**src/rtl/qlg_pkg.sv**
```systemverilog
package qlg_pkg;
  localparam int unsigned MODE_W = 3;

  typedef enum logic [MODE_W-1:0] {
    MODE_END = 3'd0,
    MODE_ALL = 3'd1,
    MODE_ANY = 3'd2,
    MODE_ONE = 3'd3,
    MODE_ODD = 3'd4
  } mode_e;

  typedef struct packed {
    logic all_f;
    logic any_f;
    logic one_f;
    logic odd_f;
  } fn_t;
endpackage

```
**src/rtl/qlg_mask.sv**
```systemverilog
module qlg_mask #(
  parameter int unsigned N_IN = 4
) (
  input  logic [N_IN-1:0] in_i,
  input  logic [N_IN-1:0] en_i,
  output logic [N_IN-1:0] and_term_o,
  output logic [N_IN-1:0] cnt_term_o
);
  for (genvar i = 0; i < N_IN; i++) begin : g_lane
    // disabled lane: neutral 1 for AND, neutral 0 for counting functions
    assign and_term_o[i] = in_i[i] | ~en_i[i];
    assign cnt_term_o[i] = in_i[i] & en_i[i];
  end
endmodule

```
**src/rtl/qlg_eval.sv**
```systemverilog
module qlg_eval
  import qlg_pkg::*;
#(
  parameter int unsigned N_IN = 4
) (
  input  logic [N_IN-1:0] and_term_i,
  input  logic [N_IN-1:0] cnt_term_i,
  output fn_t             fn_o
);
  localparam int unsigned CNT_W = $clog2(N_IN + 1);

  logic [CNT_W-1:0] ones;

  always_comb begin
    ones = '0;
    for (int i = 0; i < N_IN; i++) ones = ones + CNT_W'(cnt_term_i[i]);
  end

  assign fn_o.all_f = &and_term_i;
  assign fn_o.any_f = |cnt_term_i;
  assign fn_o.one_f = (ones == CNT_W'(1));
  assign fn_o.odd_f = ^cnt_term_i;
endmodule

```
**src/rtl/qlg_out_stage.sv**
```systemverilog
module qlg_out_stage
  import qlg_pkg::*;
(
  input  logic              clk_i,
  input  logic              rst_ni,
  input  logic              strobe_i,
  input  logic [MODE_W-1:0] mode_i,
  input  fn_t               fn_i,
  output logic              result_o,
  output logic              wrap_o
);
  logic sel_val;
  logic load;
  logic is_end;

  always_comb begin
    sel_val = 1'b0;
    load    = 1'b0;
    is_end  = 1'b0;
    unique case (mode_e'(mode_i))
      MODE_END: is_end = 1'b1;
      MODE_ALL: begin sel_val = fn_i.all_f; load = 1'b1; end
      MODE_ANY: begin sel_val = fn_i.any_f; load = 1'b1; end
      MODE_ONE: begin sel_val = fn_i.one_f; load = 1'b1; end
      MODE_ODD: begin sel_val = fn_i.odd_f; load = 1'b1; end
      default:  ;
    endcase
  end

  always_ff @(posedge clk_i or negedge rst_ni) begin
    if (!rst_ni) begin
      result_o <= 1'b0;
      wrap_o   <= 1'b0;
    end else begin
      wrap_o <= strobe_i & is_end;
      if (strobe_i && load) result_o <= sel_val;
    end
  end

  assert_hold_idle_R6: assert property (@(posedge clk_i) disable iff (!rst_ni)
    !strobe_i |=> $stable(result_o));

  assert_end_hold_R7: assert property (@(posedge clk_i) disable iff (!rst_ni)
    (strobe_i && mode_i == 3'd0) |=> ($stable(result_o) && wrap_o));

  assert_wrap_source_R7: assert property (@(posedge clk_i) disable iff (!rst_ni)
    wrap_o |-> ($past(strobe_i) && $past(mode_i) == 3'd0));

  assert_bad_code_R8: assert property (@(posedge clk_i) disable iff (!rst_ni)
    (strobe_i && mode_i > 3'd4) |=> ($stable(result_o) && !wrap_o));

  assert_odd_load_R4: assert property (@(posedge clk_i) disable iff (!rst_ni)
    (strobe_i && mode_i == 3'd4) |=> (result_o == $past(fn_i.odd_f)));
endmodule

```
**src/rtl/quad_logic_gate.sv**
```systemverilog
module quad_logic_gate
  import qlg_pkg::*;
#(
  parameter int unsigned N_IN = 4
) (
  input  logic              clk_i,
  input  logic              rst_ni,
  input  logic              strobe_i,
  input  logic [2:0]        mode_i,
  input  logic [N_IN-1:0]   en_mask_i,
  input  logic [N_IN-1:0]   in_i,
  output logic              result_o,
  output logic              wrap_o
);
  logic [N_IN-1:0] and_term;
  logic [N_IN-1:0] cnt_term;
  fn_t             fn;

  qlg_mask #(.N_IN(N_IN)) u_mask (
    .in_i       (in_i),
    .en_i       (en_mask_i),
    .and_term_o (and_term),
    .cnt_term_o (cnt_term)
  );

  qlg_eval #(.N_IN(N_IN)) u_eval (
    .and_term_i (and_term),
    .cnt_term_i (cnt_term),
    .fn_o       (fn)
  );

  qlg_out_stage u_out (
    .clk_i    (clk_i),
    .rst_ni   (rst_ni),
    .strobe_i (strobe_i),
    .mode_i   (mode_i),
    .fn_i     (fn),
    .result_o (result_o),
    .wrap_o   (wrap_o)
  );

  assert_one_implies_odd_R3: assert property (@(posedge clk_i) disable iff (!rst_ni)
    fn.one_f |-> (fn.odd_f && fn.any_f));

  assert_all_implies_any_R1: assert property (@(posedge clk_i) disable iff (!rst_ni)
    (fn.all_f && |en_mask_i) |-> fn.any_f);

  assert_empty_mask_R5: assert property (@(posedge clk_i) disable iff (!rst_ni)
    (en_mask_i == '0) |-> (fn.all_f && !fn.any_f && !fn.one_f && !fn.odd_f));
endmodule

```
**config.mk**
```make
export PLATFORM = sky130hd
export DESIGN_NAME = quad_logic_gate
export DESIGN_NICKNAME = d
export VERILOG_FILES = /design/src/rtl/qlg_pkg.sv /design/src/rtl/qlg_mask.sv /design/src/rtl/qlg_eval.sv /design/src/rtl/qlg_out_stage.sv /design/src/rtl/quad_logic_gate.sv
export SDC_FILE = /design/constraint.sdc
export NUM_CORES = 1
export LEC_CHECK = 0
export BUFFER_PORTS_ARGS = -buffer_cell sky130_fd_sc_hd__buf_2
export CAP_MARGIN = 20
export CORE_AREA = 2 2 39 41
export DETAILED_ROUTE_END_ITERATION = 12
export DIE_AREA = 0 0 41 43
export PLACE_DENSITY = 0.48
export SETUP_SLACK_MARGIN = 0.15
export SYNTH_ARGS = -nofsm -noshare
export SYNTH_HDL_FRONTEND = slang
export SYNTH_SLANG_ARGS = --single-unit
```
**constraint.sdc**
```tcl
create_clock -name clk_i -period 0.8 [get_ports clk_i]
set_input_delay 0.08 -clock clk_i [delete_from_list [all_inputs] [get_ports clk_i]]
set_output_delay 0.08 -clock clk_i [all_outputs]
set_load 0.02 [all_outputs]
```
== Word-level counts from Yosys, hierarchy flattened ==
Cells that the tools add are included.

* Register bits: 2
* Bits of input ports: 14
* Output and inout bits: 2
* Logic and storage cells: 32

* Add/subtract/negate cells: 3
* Equality and inequality tests: 5
* Mux-type cells: 3
* Bitwise gates (word level): 13
* Reduce and logical (&&, ||, !) cells: 6

{| class="wikitable"
|+ Operator list
! cell !! number
|-
| 4-bit OR reduction || 2
|-
| 3-bit by 1-bit adder with 3-bit output || 2
|-
| 3-bit by 1-bit equality test with 1-bit output, second input constant || 2
|-
| 3-bit by 2-bit equality test with 1-bit output, second input constant || 2
|-
| 1-bit bitwise AND || 5
|-
| 1-bit NOT || 4
|-
| 1-bit OR || 4
|-
| 1-bit one-hot mux with 4 select lines || 1
|-
| 4-bit AND reduction || 1
|-
| 4-bit XOR reduction || 1
|-
| 3-bit equality test, second input constant || 1
|-
| 3-bit logical NOT || 1
|-
| 1-bit by 1-bit adder with 2-bit output || 1
|-
| 1-bit 2-to-1 mux || 2
|-
| 1-bit logical AND || 1
|}

== Logic depth before layout (Yosys ltp) ==
Gate-level depths: netlist (run 1).

* Depth in word-level cells: 6
* Mapped depth: 11

== Hierarchy ==
From an unflattened synthesis (run 1), not the netlist that was laid out.

* Cells, all modules: 36
* Area total of the unflattened synthesis: 320.3 um^2

{| class="wikitable"
|+ Modules (own cells, without submodules)
! module !! times used !! cells an instance !! area each (um^2) !! sequential area each (um^2)
|-
| qlg_out_stage || 1 || 13 || 143.9 || 50.0
|-
| qlg_eval || 1 || 15 || 126.4 || 0.0
|-
| qlg_mask || 1 || 8 || 50.0 || 0.0
|}

== Least setup slack after synthesis (run 1) ==
No wires, ideal clock.

* Kind: input to register
* From: input en_mask_i[0]
* To: register u_out.result_o
* Library setup time: 0.076 ns
* Arrival time: 1.761 ns
* Slack: -1.037 ns
* Stages: 10
* Buffers on the path: 0
* Cell sequence: and2_1 > ha_1 > inv_1 > fa_1 > inv_1 > ha_1 > and4bb_1 > o2111ai_2 > a2bb2oi_2 > o21ai_1

* Longest elaborated chain between the ends: 6

{| class="wikitable"
|+ RTL lines
! item !! RTL line !! RTL
|-
| from (decl) || quad_logic_gate.sv:10 || <nowiki>input logic [N_IN-1:0] en_mask_i,</nowiki>
|-
| 1-bit bitwise AND || qlg_mask.sv:12 || <nowiki>assign cnt_term_o[i] = in_i[i] & en_i[i];</nowiki>
|-
| 1-bit by 1-bit adder with 2-bit output || qlg_eval.sv:16 || <nowiki>for (int i = 0; i < N_IN; i++) ones = ones + CNT_W'(cnt_term_i[i]);</nowiki>
|-
| 3-bit by 1-bit adder with 3-bit output (2 in series) || qlg_eval.sv:16 ||
|-
| 3-bit by 1-bit equality test with 1-bit output || qlg_eval.sv:21 || <nowiki>assign fn_o.one_f = (ones == CNT_W'(1));</nowiki>
|-
| 1-bit one-hot mux with 4 select lines (*) || qlg_out_stage.sv:20 || <nowiki>unique case (mode_e'(mode_i))</nowiki>
|-
| to (signal assigned) || qlg_out_stage.sv:36 || <nowiki>if (strobe_i && load) result_o <= sel_val;</nowiki>
|-
| to (decl) || qlg_out_stage.sv:9 || <nowiki>output logic result_o,</nowiki>
|}

Every way passes the cells marked *; elsewhere a longest branch is shown, timed or not.
A chain may end at the register's enable or synchronous reset.

== Worst setup path after layout (run 1) ==
Same ends and word-level chain as after synthesis.

==> metrics.txt, run 1 <==
# TYPE chip_impl_metric gauge
chip_impl_metric{name="grt_max_degree",unit=""} 5
chip_impl_metric{name="worst_slack",unit="ps"} -839
chip_impl_metric{name="skew",unit="ps"} 0
chip_impl_metric{name="coreArea",unit="mm²"} 0.00138
chip_impl_metric{name="route.antenna.remaining_nets",unit=""} 0
chip_impl_metric{name="syn_inst",unit=""} 33
chip_impl_metric{name="worst-path-max-fanout",unit=""} 2
chip_impl_metric{name="ys_ff_latch",unit=""} 2
chip_impl_metric{name="crit_cells",unit=""} 11
chip_impl_metric{name="layout_cells_sized_above_1",unit="%"} 60.3
chip_impl_info{name="critical_path.cell_chain",value="buf_6, and2_4, ha_4, inv_2, fa_2, inv_2, ha_4, and4bb_1, o2111ai_2, a2bb2oi_2, o21ai_1"} 1
chip_impl_info{name="clock_tree.root_cell",value="sky130_fd_sc_hd__clkbuf_4"} 1
chip_impl_metric{name="globalplace.congestion",unit=""} 0.647
chip_impl_metric{name="fmaxAchievable",unit="MHz"} 610
chip_impl_metric{name="grt_pass1_vias",unit=""} 356
chip_impl_metric{name="preCtsSetupSlack",unit="ps"} -1170
chip_impl_metric{name="min_path_cells",unit=""} 3
chip_impl_metric{name="initial_utilization",unit="%"} 20.8
chip_impl_metric{name="synth_area_per_cell",unit="µm²"} 8.72
chip_impl_info{name="final_cell_mix",value="sky130_fd_sc_hd__buf_2, sky130_fd_sc_hd__buf_4, sky130_fd_sc_hd__inv_1"} 1
chip_impl_metric{name="placedInstanceArea",unit="µm²"} 438
chip_impl_metric{name="final_max_slew_viol_count",unit=""} 0
chip_impl_info{name="hp-start",value="mode_i[1]"} 1
chip_impl_metric{name="seq_area_frac_synth",unit="%"} 17.4
chip_impl_info{name="synth.largest_area_cell",value="sky130_fd_sc_hd__dfrtp_1"} 1
chip_impl_metric{name="clk_pin_slew_worst_paths",unit="ps"} 30
chip_impl_metric{name="wire_per_inst",unit="µm"} 9.84
chip_impl_metric{name="cts-buffers-inserted",unit=""} 3
chip_impl_metric{name="first_pass_iters",unit=""} 4
chip_impl_metric{name="max-vdd-ir-drop",unit="mV"} 0.298
chip_impl_metric{name="number_of_core_rows",unit=""} 14
chip_impl_metric{name="cp_num_buf_inv",unit=""} 3
chip_impl_metric{name="num_vias",unit=""} 327
chip_impl_metric{name="htreeDepth",unit=""} 1
chip_impl_metric{name="synthesis.nets",unit=""} 52
chip_impl_metric{name="maximum_buffer_depth_of_the_clock_tree",unit=""} 2
chip_impl_metric{name="ioPinCount",unit=""} 16
chip_impl_metric{name="synth_top_area_share",unit="%"} 17.4
chip_impl_metric{name="io_buffers",unit=""} 15
chip_impl_metric{name="vias_per_cell",unit=""} 4.42
chip_impl_metric{name="grt.total_usage",unit="%"} 10.7
chip_impl_info{name="result_of_the_run",value="complete, but fails checks"} 1
chip_impl_info{name="violated_checks",value="setup timing"} 1
chip_impl_metric{name="final.setup.tns",unit="ps"} -853
chip_impl_metric{name="finalCriticalPeriod",unit="ps"} 1640
chip_impl_metric{name="tightest_slew",unit="ps"} 284
chip_impl_metric{name="setup_violations",unit=""} 2
chip_impl_info{name="netlist_top_cells_area",value="sky130_fd_sc_hd__dfrtp_1, sky130_fd_sc_hd__ha_1, sky130_fd_sc_hd__inv_1, sky130_fd_sc_hd__fa_1, sky130_fd_sc_hd__a2bb2oi_2"} 1
chip_impl_metric{name="hold_viol",unit=""} 0
chip_impl_metric{name="antenna_found_initial",unit=""} 0
chip_impl_info{name="commonest_non_fill_non_tap_cell_in_the_layout",value="sky130_fd_sc_hd__buf_2"} 1
chip_impl_metric{name="crit_arrival",unit="ps"} 1790
chip_impl_metric{name="drt_first_iter_violations",unit=""} 3
chip_impl_metric{name="finalInstanceArea",unit="µm²"} 512
chip_impl_metric{name="detailed_place_hpwl",unit="µm"} 573
chip_impl_info{name="rsz0062_at_grt",value="yes"} 1
chip_impl_metric{name="global_route_wire_length_before_repair",unit="mm"} 1.26
chip_impl_metric{name="worst_skew_pair.late_latency",unit="ps"} 220
chip_impl_info{name="cts_tree",value="yes"} 1
chip_impl_info{name="critPathCaptureType",value="flop"} 1
chip_impl_info{name="cell_family_contributing_the_most_delay_on_the_critical_path",value="adder cells"} 1
chip_impl_info{name="timing.critical_path.slowest_stage_cell",value="sky130_fd_sc_hd__fa_2"} 1
chip_impl_metric{name="fin_util",unit="%"} 37.0
chip_impl_metric{name="area.growth.synth_to_final",unit="%"} 77.8
chip_impl_metric{name="netlist_area",unit="µm²"} 288
chip_impl_metric{name="worst_slew_margin_rel",unit="%"} 80.8
chip_impl_metric{name="r2r.worst_path.cells",unit=""} 3
chip_impl_metric{name="leakage",unit="nW"} 0.254
chip_impl_metric{name="p_per_area",unit="mW/mm²"} 1190
chip_impl_metric{name="cp_slowest_stage_delay",unit="ps"} 320
chip_impl_metric{name="yosys.cell_types.count",unit=""} 19
chip_impl_metric{name="clock_sink_count",unit=""} 2
chip_impl_info{name="critPathLaunchType",value="input port"} 1
chip_impl_metric{name="yosysWarnings",unit=""} 0
chip_impl_metric{name="fillerInstances",unit=""} 158
chip_impl_info{name="worstReg2RegStart",value="u_out.result_o$_DFFE_PN0P_"} 1
chip_impl_info{name="path_class",value="in2reg"} 1
chip_impl_metric{name="globalRoute.totalOverflow",unit=""} 0
chip_impl_metric{name="die_width",unit="µm"} 41
chip_impl_info{name="hold_class",value="in2reg"} 1
chip_impl_metric{name="die_area",unit="mm²"} 0.00176
chip_impl_metric{name="route.final.wire_length",unit="µm"} 728
chip_impl_metric{name="max-cap-violations",unit=""} 0
chip_impl_metric{name="antenna_cells",unit=""} 0
chip_impl_info{name="crit_start",value="en_mask_i[0]"} 1
chip_impl_metric{name="worstPathRequired",unit="ps"} 950
chip_impl_metric{name="final_nets",unit=""} 79
chip_impl_metric{name="height_of_the_chip",unit="µm"} 43
chip_impl_metric{name="period_share",unit="%"} 205
chip_impl_metric{name="drcViolationCount",unit=""} 0
==> layout make-up <==
type	count	area (µm²)	area share (%)
flip-flops and latches	2	50.0	9.78
repair buffers	22	149	29.1
multi-input cells	23	240	46.9
clock buffers	3	22.5	4.40
well taps	16	20.0	3.91
inverters	8	30.0	5.87
==> what timing repair did <==
action	CTS	global route
setup endpoints to repair	3	3
hold endpoints to repair	2	0
hold buffers	1	0
pin swaps	3	0
buffers inserted	1	0
resized for setup	5	4
==> power by group <==
part           internal, W  leakage [nW]  switching, W
Combinational     0.000149         0.214      0.000114
Sequential        0.000115        0.0263    0.00000840
Clock             0.000166        0.0138     0.0000583
==> worst paths after layout <==
check	to	slack, ps
max in group asynchronous	u_out.wrap_o$_DFF_PN0_	530
min reg2reg	u_out.result_o$_DFFE_PN0P_	620
max reg2reg	u_out.result_o$_DFFE_PN0P_	-20
min in group asynchronous	u_out.result_o$_DFFE_PN0P_	170
max	u_out.result_o$_DFFE_PN0P_	-840
min	u_out.wrap_o$_DFF_PN0_	160
==> sequential cells by signal (all words and copies together) (netlist names) <==
name and count:
u_out.wrap_o 1, u_out.result_o 1
==> metrics by stage <==
step                power, W  hold slack [ps]  cells
floorplan           0.000239             -216     33
global placement    0.000331             -133     69
detailed placement  0.000335             -134     69
CTS                 0.000612              155     74
global route        0.000666              163     74
finish              0.000610              161     74
==> cell usage after synthesis <==
library cell                count
sky130_fd_sc_hd__nor3b_1        1
sky130_fd_sc_hd__nand2b_1       1
sky130_fd_sc_hd__ha_1           4
sky130_fd_sc_hd__nor2b_1        1
sky130_fd_sc_hd__a41oi_1        1
sky130_fd_sc_hd__fa_1           1
sky130_fd_sc_hd__a2bb2oi_2      1
sky130_fd_sc_hd__nand3_1        1
sky130_fd_sc_hd__dfrtp_1        2
sky130_fd_sc_hd__a222oi_1       1
sky130_fd_sc_hd__and4bb_1       1
sky130_fd_sc_hd__o21ai_0        2
sky130_fd_sc_hd__o21ai_1        1
sky130_fd_sc_hd__or3_4          1
sky130_fd_sc_hd__and2_1         1
sky130_fd_sc_hd__a211oi_1       1
sky130_fd_sc_hd__o2111ai_2      1
sky130_fd_sc_hd__nand2_1        3
sky130_fd_sc_hd__inv_1          8
==> worst min-delay path, delay by kind of cell <==
family / cells / cell delay, ps
buffers and inverters: 2 / 220
AND/OR/NAND/NOR: 1 / 40
==> layer usage <==
layer / vias to the layer above / global-route usage (%) / routed length, µm
li1: 168 / - / -
met1: 149 / 9.55 / 286
met2: 10 / 18.8 / 396
met3: 0 / 2.62 / 44
met4: 0 / 8.00 / 0
met5: - / 0 / 0
==> cells by family (layout without fill, tap and decap cells) <==
kind of cell / after synthesis / count (layout) / synth area share (%)
compound gates: 8 / 8 / 24.8
simple gates: 10 / 10 / 23.0
fa+ha+maj: 5 / 5 / 24.3
buf+inv: 8 / 33 / 10.4
flops: 2 / 2 / 17.4
Power figures use the tool's default switching activity.
==> inputs of run 2 (changes only) <==
PLACE_DENSITY = 0.52   (was 0.48)
SYNTH_HIERARCHICAL = 1   (was default)
clock period = 1.43 ns   (was 0.8 ns; I/O delays follow)
==> run 2 against run 1 <==
The run still ends with setup timing left. Worst setup slack better by 500 ps. Synthesized cell count grew 9.1%. First-iteration DRC count fell by 67%. Final area grew 0.73%. Critical path depth did not move. Sequential share of layout area is 0.071 points lower. Sequential power is 43% lower. Via count is 2.8% lower. Cell count did not move. Core utilization up 0.27 points. Global-route usage down 2.1 points. Clock-buffer cell count stayed put.
==> metrics.txt, run 2 <==
# TYPE chip_impl_metric gauge
chip_impl_metric{name="maximum_buffer_depth_of_the_clock_tree",unit=""} 2
chip_impl_metric{name="fin_util",unit="%"} 37.3
chip_impl_metric{name="final_nets",unit=""} 79
chip_impl_metric{name="grt.total_usage",unit="%"} 8.64
chip_impl_metric{name="worst_skew_pair.late_latency",unit="ps"} 220
chip_impl_metric{name="period_share",unit="%"} 124
chip_impl_metric{name="layoutNonFillerInstCount",unit=""} 74
chip_impl_metric{name="netlist_area",unit="µm²"} 320
chip_impl_metric{name="worst_slew_margin_rel",unit="%"} 82.2
chip_impl_metric{name="vias_per_cell",unit=""} 4.30
chip_impl_info{name="critPathLaunchType",value="input port"} 1
chip_impl_metric{name="post-place-cells",unit=""} 70
chip_impl_metric{name="final_max_slew_viol_count",unit=""} 0
chip_impl_metric{name="ioPinCount",unit=""} 16
chip_impl_metric{name="num_vias",unit=""} 318
chip_impl_metric{name="syn_inst",unit=""} 36
chip_impl_metric{name="synthesis.nets",unit=""} 55
chip_impl_metric{name="detailed_place_hpwl",unit="µm"} 575
chip_impl_metric{name="ys_ff_latch",unit=""} 2
chip_impl_metric{name="synth_top_area_share",unit="%"} 15.6
chip_impl_metric{name="p_per_area",unit="mW/mm²"} 670
chip_impl_metric{name="clk_pin_slew_worst_paths",unit="ps"} 30
chip_impl_metric{name="grt_pass1_vias",unit=""} 285
chip_impl_metric{name="htreeDepth",unit=""} 1
chip_impl_info{name="largest_regs",value="u_out/result_o: 1 flops, u_out/wrap_o: 1 flops"} 1
chip_impl_metric{name="number_of_core_rows",unit=""} 14
chip_impl_metric{name="drcViolationCount",unit=""} 0
chip_impl_metric{name="synth-async-reset-ratio",unit="%"} 100
chip_impl_metric{name="adder_and_majority_cell_fraction_of_the_synthesized_area",unit="%"} 21.9
chip_impl_metric{name="die_width",unit="µm"} 41
chip_impl_info{name="synthMostInstantiatedCell",value="sky130_fd_sc_hd__inv_1"} 1
chip_impl_metric{name="antenna_cells",unit=""} 0
chip_impl_info{name="rsz0062_at_grt",value="yes"} 1
chip_impl_metric{name="height_of_the_chip",unit="µm"} 43
chip_impl_metric{name="worst_slack",unit="ps"} -340
chip_impl_info{name="top_layer_used",value="met4"} 1
chip_impl_metric{name="yosysWarnings",unit=""} 6
chip_impl_metric{name="globalRoute.totalOverflow",unit=""} 0
chip_impl_metric{name="die_area",unit="mm²"} 0.00176
chip_impl_metric{name="leakage",unit="nW"} 0.255
chip_impl_metric{name="io_buffers",unit=""} 15
chip_impl_info{name="final_cell_mix",value="sky130_fd_sc_hd__buf_2, sky130_fd_sc_hd__inv_2, sky130_fd_sc_hd__nand2b_1"} 1
chip_impl_metric{name="wire_per_inst",unit="µm"} 8.99
chip_impl_metric{name="synth_area_per_cell",unit="µm²"} 8.90
chip_impl_metric{name="initial_utilization",unit="%"} 23.1
chip_impl_metric{name="setup_violations",unit=""} 1
chip_impl_metric{name="register_area",unit="µm²"} 50.0
chip_impl_info{name="synth_ff_type",value="sky130_fd_sc_hd__dfrtp_1"} 1
chip_impl_metric{name="grt_max_degree",unit=""} 7
chip_impl_metric{name="synth_compound_gate_area_share",unit="%"} 11.7
chip_impl_info{name="synth.largest_area_cell",value="sky130_fd_sc_hd__dfrtp_1"} 1
chip_impl_metric{name="fmaxAchievable",unit="MHz"} 565
chip_impl_metric{name="drt_first_iter_violations",unit=""} 1
chip_impl_metric{name="worstPathRequired",unit="ps"} 1570
chip_impl_metric{name="max-cap-violations",unit=""} 0
chip_impl_info{name="result_of_the_run",value="complete, but fails checks"} 1
chip_impl_metric{name="yosys.cell_types.count",unit=""} 19
chip_impl_metric{name="final.setup.tns",unit="ps"} -340
chip_impl_metric{name="coreArea",unit="mm²"} 0.00138
chip_impl_metric{name="finalCriticalPeriod",unit="ps"} 1770
chip_impl_metric{name="post-layout-total-power",unit="W"} 0.000345
chip_impl_info{name="yosys-top-cells-count",value="sky130_fd_sc_hd__inv_1, sky130_fd_sc_hd__and2_1, sky130_fd_sc_hd__ha_1, sky130_fd_sc_hd__nand2b_1"} 1
chip_impl_metric{name="route.final.wire_length",unit="µm"} 665
chip_impl_info{name="commonest_non_fill_non_tap_cell_in_the_layout",value="sky130_fd_sc_hd__buf_2"} 1
chip_impl_metric{name="finalInstanceArea",unit="µm²"} 515
chip_impl_metric{name="met3RoutedLength",unit="µm"} 8
chip_impl_metric{name="crit_arrival",unit="ps"} 1910
chip_impl_metric{name="synth.mux.area_fraction",unit="%"} 3.13
chip_impl_metric{name="antenna_found_initial",unit=""} 0
chip_impl_info{name="synth_top_family_by_area",value="simple AND/OR/NAND/NOR gates"} 1
chip_impl_metric{name="layout_cells_sized_above_1",unit="%"} 56.9
chip_impl_metric{name="cts-buffers-inserted",unit=""} 3
chip_impl_metric{name="seq_area_frac_synth",unit="%"} 15.6
chip_impl_metric{name="placedInstanceArea",unit="µm²"} 458
chip_impl_metric{name="hold_viol",unit=""} 0
chip_impl_info{name="hold_class",value="in2reg"} 1
chip_impl_info{name="cts_tree",value="yes"} 1
chip_impl_metric{name="wl_met1",unit="µm"} 283
chip_impl_metric{name="number_of_enable_type_register_cells_in_the_synthesized_netlist",unit=""} 0
chip_impl_metric{name="first_pass_iters",unit=""} 2
chip_impl_info{name="critPathCaptureType",value="flop"} 1
chip_impl_metric{name="max-vdd-ir-drop",unit="mV"} 0.327
chip_impl_info{name="netlist_top_cells_area",value="sky130_fd_sc_hd__dfrtp_1, sky130_fd_sc_hd__ha_1, sky130_fd_sc_hd__inv_1, sky130_fd_sc_hd__and2_1, sky130_fd_sc_hd__nand2b_1"} 1
chip_impl_metric{name="yosys.area_share.simple",unit="%"} 36.7
chip_impl_metric{name="yosys.area_share.xor_xnor",unit="%"} 2.73
chip_impl_metric{name="global_route_wire_length_before_repair",unit="mm"} 1.03
chip_impl_metric{name="route.antenna.remaining_nets",unit=""} 0
chip_impl_metric{name="tightest_slew",unit="ps"} 264
chip_impl_metric{name="route.met2.wl",unit="µm"} 355
chip_impl_info{name="path_class",value="in2reg"} 1
chip_impl_metric{name="multi_input_area",unit="µm²"} 277
chip_impl_metric{name="worst-path-max-fanout",unit=""} 2
chip_impl_metric{name="skew",unit="ps"} 0
chip_impl_info{name="clock_tree.root_cell",value="sky130_fd_sc_hd__clkbuf_4"} 1
chip_impl_metric{name="clock_sink_count",unit=""} 2
chip_impl_metric{name="area.growth.synth_to_final",unit="%"} 60.9
chip_impl_info{name="violated_checks",value="setup timing"} 1
chip_impl_metric{name="globalplace.congestion",unit=""} 0.732
chip_impl_metric{name="fillerInstances",unit=""} 140
==> run 2: repair_timing <==
action | CTS | global route
endpoints found under the setup margin | 1 | 1
hold endpoints to repair | 2 | 0
setup buffers | 0 | 0
resized for setup | 4 | 2
gates cloned | 0 | 0
hold buffers | 1 | 0
pin swaps | 1 | 1
==> run 2: cell type report <==
type                       instances  share of cell area (%)
multi-input combinational         27                    53.6
timing repair buffer              19                    23.3
sequential                         2                    9.71
inverter                           7                    5.10
clock buffer                       3                    4.37
tap                               16                    3.88
==> run 2: worst paths after layout <==
path	cells after the start	end	from	slack [ps]
max	11	u_out/result_o$_DFFE_PN0P_	en_mask_i[3]	-340
min	2	u_out/wrap_o$_DFF_PN0_	mode_i[2]	130
max reg2reg	3	u_out/result_o$_DFFE_PN0P_	u_out/result_o$_DFFE_PN0P_	390
min reg2reg	2	u_out/result_o$_DFFE_PN0P_	u_out/result_o$_DFFE_PN0P_	600
max in group asynchronous	2	u_out/wrap_o$_DFF_PN0_	rst_ni	1090
min in group asynchronous	2	u_out/result_o$_DFFE_PN0P_	rst_ni	240
==> run 2: logic make-up after synthesis <==
| family | after synthesis |
|---|---|
| AO/OA/AOI/OAI | 4 |
| XOR/XNOR | 1 |
| adder cells (fa/ha/maj) | 5 |
| buffers and inverters | 7 |
| flip-flops | 2 |
| multiplexers | 1 |
| AND/OR/NAND/NOR | 16 |
==> run 2: per-stage QoR <==
stage	setup WS (ps)	hold WS (ps)
3_3_place_gp	-607	-71.7
6_report	-340	127
3_5_place_dp	-611	-67.1
2_1_floorplan	-440	-153
5_1_grt	-448	128
4_1_cts	-353	123
==> run 2: power breakdown <==
part / total [W] / switching, W / internal, W
Sequential: 0.0000703 / 0.00000575 / 0.0000646
Clock: 0.000124 / 0.0000318 / 0.0000925
Combinational: 0.000151 / 0.0000672 / 0.0000834
==> run 2: worst max-delay path, stage by stage <==
cell                       delay [ps]
sky130_fd_sc_hd__buf_6             70
sky130_fd_sc_hd__and2_4           130
sky130_fd_sc_hd__inv_2             40
sky130_fd_sc_hd__fa_1             540
sky130_fd_sc_hd__inv_2             50
sky130_fd_sc_hd__ha_4             150
sky130_fd_sc_hd__ha_4             230
sky130_fd_sc_hd__nor3b_2          140
sky130_fd_sc_hd__mux2i_1           90
sky130_fd_sc_hd__o211a_1          220
sky130_fd_sc_hd__o221ai_2         120
==> run 2: metal layers <==
metal  vias to the layer above  global-route usage, %
met3                         2                   1.57
met4                         0                   6.00
li1                        168                      -
met1                       145                   10.0
met5                         -                      0
met2                         3                   13.4
==> inputs of run 3 (changes only) <==
CORE_AREA = 10 10 47 49   (was 2 2 39 41)
DIE_AREA = 0 0 57 59   (was 0 0 41 43)
PLACE_DENSITY = 0.51   (was 0.52)
clock period = 2 ns   (was 1.43 ns; I/O delays follow)
==> run 3 against run 2 <==
The flow now finishes without violations. Worst hold slack gained 55 ps. Non-clock buffer count shrank 1. Worst setup slack gained 480 ps. Flip-flop and latch count is the same. Wire length grew 11%. Sequential share of layout area grew 0.65 points. Critical path type unchanged. Largest power group unchanged. Highest routed layer is now met3.
==> metrics.txt, run 3 (synthesis gave the netlist of run 2 again) <==
# TYPE chip_impl_metric gauge
chip_impl_info{name="result_of_the_run",value="complete, no violations"} 1
chip_impl_metric{name="io_buffers",unit=""} 15
chip_impl_metric{name="num_vias",unit=""} 316
chip_impl_metric{name="die_width",unit="µm"} 57
chip_impl_metric{name="p_per_area",unit="mW/mm²"} 483
chip_impl_metric{name="worst_slew_margin_rel",unit="%"} 83.3
chip_impl_metric{name="p_switching",unit="W"} 0.0000685
chip_impl_metric{name="globalRoute.totalOverflow",unit=""} 0
chip_impl_metric{name="area.growth.synth_to_final",unit="%"} 50.8
chip_impl_metric{name="tightest_slew",unit="ps"} 247
chip_impl_metric{name="post_cts.repair.setup_buffers",unit=""} 0
chip_impl_metric{name="antenna_cells",unit=""} 0
chip_impl_info{name="hold_class",value="in2reg"} 1
chip_impl_info{name="final_cell_mix",value="sky130_fd_sc_hd__buf_2, sky130_fd_sc_hd__inv_1, sky130_fd_sc_hd__nand2b_1, sky130_fd_sc_hd__clkbuf_4, sky130_fd_sc_hd__inv_2"} 1
chip_impl_metric{name="clock_sink_count",unit=""} 2
chip_impl_metric{name="worst-path-max-fanout",unit=""} 2
chip_impl_metric{name="post-place-cells",unit=""} 69
chip_impl_metric{name="power.share.combinational",unit="%"} 41.5
chip_impl_info{name="commonest_non_fill_non_tap_cell_in_the_layout",value="sky130_fd_sc_hd__buf_2"} 1
chip_impl_info{name="critPathCaptureType",value="flop"} 1
chip_impl_metric{name="coreArea",unit="mm²"} 0.00140
chip_impl_info{name="largest_regs",value="u_out/result_o: 1 flops, u_out/wrap_o: 1 flops"} 1
chip_impl_metric{name="htreeDepth",unit=""} 1
chip_impl_metric{name="wire_per_inst",unit="µm"} 10.2
chip_impl_info{name="cts_tree",value="yes"} 1
chip_impl_metric{name="route.final.wire_length",unit="µm"} 741
chip_impl_metric{name="grt_max_degree",unit=""} 7
chip_impl_metric{name="layout_cells_sized_above_1",unit="%"} 52.6
chip_impl_metric{name="initial_utilization",unit="%"} 22.9
chip_impl_metric{name="die_area",unit="mm²"} 0.00336
chip_impl_metric{name="hold_viol",unit=""} 0
chip_impl_metric{name="global_route_wire_length_before_repair",unit="mm"} 1.33
chip_impl_metric{name="finalCriticalPeriod",unit="ps"} 1860
chip_impl_metric{name="worst_slack",unit="ps"} 144
chip_impl_metric{name="preCtsSetupSlack",unit="ps"} -102
chip_impl_metric{name="switching_share",unit="%"} 29.4
chip_impl_metric{name="antenna_found_initial",unit=""} 0
chip_impl_metric{name="skew",unit="ps"} 0
chip_impl_metric{name="globalplace.congestion",unit=""} 0.715
chip_impl_metric{name="detailed_place_hpwl",unit="µm"} 685
chip_impl_metric{name="final.setup.tns",unit="ps"} 0
chip_impl_metric{name="hold_ws",unit="ps"} 182
chip_impl_metric{name="drt_first_iter_violations",unit=""} 0
chip_impl_metric{name="p_seq_share",unit="%"} 21.8
chip_impl_metric{name="share_clk_of_total_power",unit="%"} 36.7
chip_impl_metric{name="route.antenna.remaining_nets",unit=""} 0
chip_impl_metric{name="number_of_core_rows",unit=""} 14
chip_impl_metric{name="power.internal",unit="W"} 0.000165
chip_impl_metric{name="crit_arrival",unit="ps"} 1990
chip_impl_info{name="critPathLaunchType",value="input port"} 1
chip_impl_info{name="rsz0062_at_grt",value="yes"} 1
chip_impl_metric{name="final_nets",unit=""} 78
chip_impl_metric{name="leakage",unit="nW"} 0.244
chip_impl_metric{name="vias_per_cell",unit=""} 4.33
chip_impl_metric{name="ioPinCount",unit=""} 16
chip_impl_metric{name="final_max_slew_viol_count",unit=""} 0
chip_impl_metric{name="first_pass_iters",unit=""} 1
chip_impl_metric{name="height_of_the_chip",unit="µm"} 59
chip_impl_metric{name="grt.total_usage",unit="%"} 4.70
chip_impl_metric{name="worstPathRequired",unit="ps"} 2130
chip_impl_metric{name="fin_util",unit="%"} 34.5
chip_impl_metric{name="clk_pin_slew_worst_paths",unit="ps"} 30
chip_impl_metric{name="setup_violations",unit=""} 0
chip_impl_metric{name="layoutNonFillerInstCount",unit=""} 73
chip_impl_metric{name="fmaxAchievable",unit="MHz"} 539
chip_impl_metric{name="grt_pass1_vias",unit=""} 357
chip_impl_metric{name="cts-buffers-inserted",unit=""} 3
chip_impl_metric{name="worst_skew_pair.late_latency",unit="ps"} 220
chip_impl_info{name="clock_tree.root_cell",value="sky130_fd_sc_hd__clkbuf_4"} 1
chip_impl_metric{name="drcViolationCount",unit=""} 0
chip_impl_metric{name="worst-r2r-setup-slack",unit="ps"} 950
chip_impl_info{name="path_class",value="in2reg"} 1
chip_impl_metric{name="max-vdd-ir-drop",unit="mV"} 0.261
chip_impl_metric{name="period_share",unit="%"} 92.8
chip_impl_metric{name="max-cap-violations",unit=""} 0
chip_impl_metric{name="fillerInstances",unit=""} 158
chip_impl_metric{name="multi_input_area",unit="µm²"} 264
chip_impl_metric{name="maximum_buffer_depth_of_the_clock_tree",unit=""} 2
chip_impl_metric{name="register_area",unit="µm²"} 50.0
## run 3: metrics by stage
step	total power, W	instance area (µm²)
detailed placement	0.000149	450
floorplan	0.000113	340
CTS	0.000241	483
global placement	0.000148	450
global route	0.000258	483
finish	0.000233	483
## run 3: area by class of cell
| cell class | instances | share of cell area (%) |
|---|---|---|
| Clock buffer | 3 | 4.66 |
| Inverter | 7 | 5.44 |
| Multi-Input combinational cell | 27 | 54.7 |
| Sequential cell | 2 | 10.4 |
| Tap cell | 16 | 4.15 |
| Timing Repair Buffer | 18 | 20.7 |
## run 3: layer usage
layer,up-vias,global-route usage [%],routed length (µm)
li1,168,-,-
met2,8,7.75,382
met4,0,2.01,0
met1,140,5.43,341
met5,-,0,0
met3,0,1.50,17
## run 3: repair_timing
action / CTS / global route
pin swaps: 0 / 0
endpoints found under the setup margin: 1 / 1
endpoints found under the hold margin: 2 / 0
gates resized for setup: 1 / 0
hold buffers: 1 / 0
## run 3: power by group through the flow
stage	Sequential, W	Clock, W	Combinational (W)
after floorplan	0.0000572	0	0.0000555
final	0.0000509	0.0000857	0.0000968
after CTS	0.0000509	0.0000906	0.0000991
after global placement	0.0000517	0	0.0000959
after global routing	0.0000518	0.0000946	0.000112
after detailed placement	0.0000513	0	0.0000977
## run 3: path summary, 6_finish.rpt
kind	start	end	cells past startpoint
max in group asynchronous	rst_ni	u_out/result_o$_DFFE_PN0P_	2
min in group asynchronous	rst_ni	u_out/wrap_o$_DFF_PN0_	2
worst max register to register	u_out/result_o$_DFFE_PN0P_	u_out/result_o$_DFFE_PN0P_	3
worst max-delay path	in_i[3]	u_out/result_o$_DFFE_PN0P_	11
worst min register to register	u_out/result_o$_DFFE_PN0P_	u_out/result_o$_DFFE_PN0P_	2
worst min-delay path	mode_i[2]	u_out/wrap_o$_DFF_PN0_	2
## run 3: worst max-delay path, stage by stage
cell and delay, ps:
sky130_fd_sc_hd__buf_2 80, sky130_fd_sc_hd__and2_4 130, sky130_fd_sc_hd__inv_2 40, sky130_fd_sc_hd__fa_1 530, sky130_fd_sc_hd__inv_1 40, sky130_fd_sc_hd__ha_2 170
sky130_fd_sc_hd__ha_4 230, sky130_fd_sc_hd__nor3b_2 140, sky130_fd_sc_hd__mux2i_1 90, sky130_fd_sc_hd__o211a_1 220, sky130_fd_sc_hd__o221ai_2 120
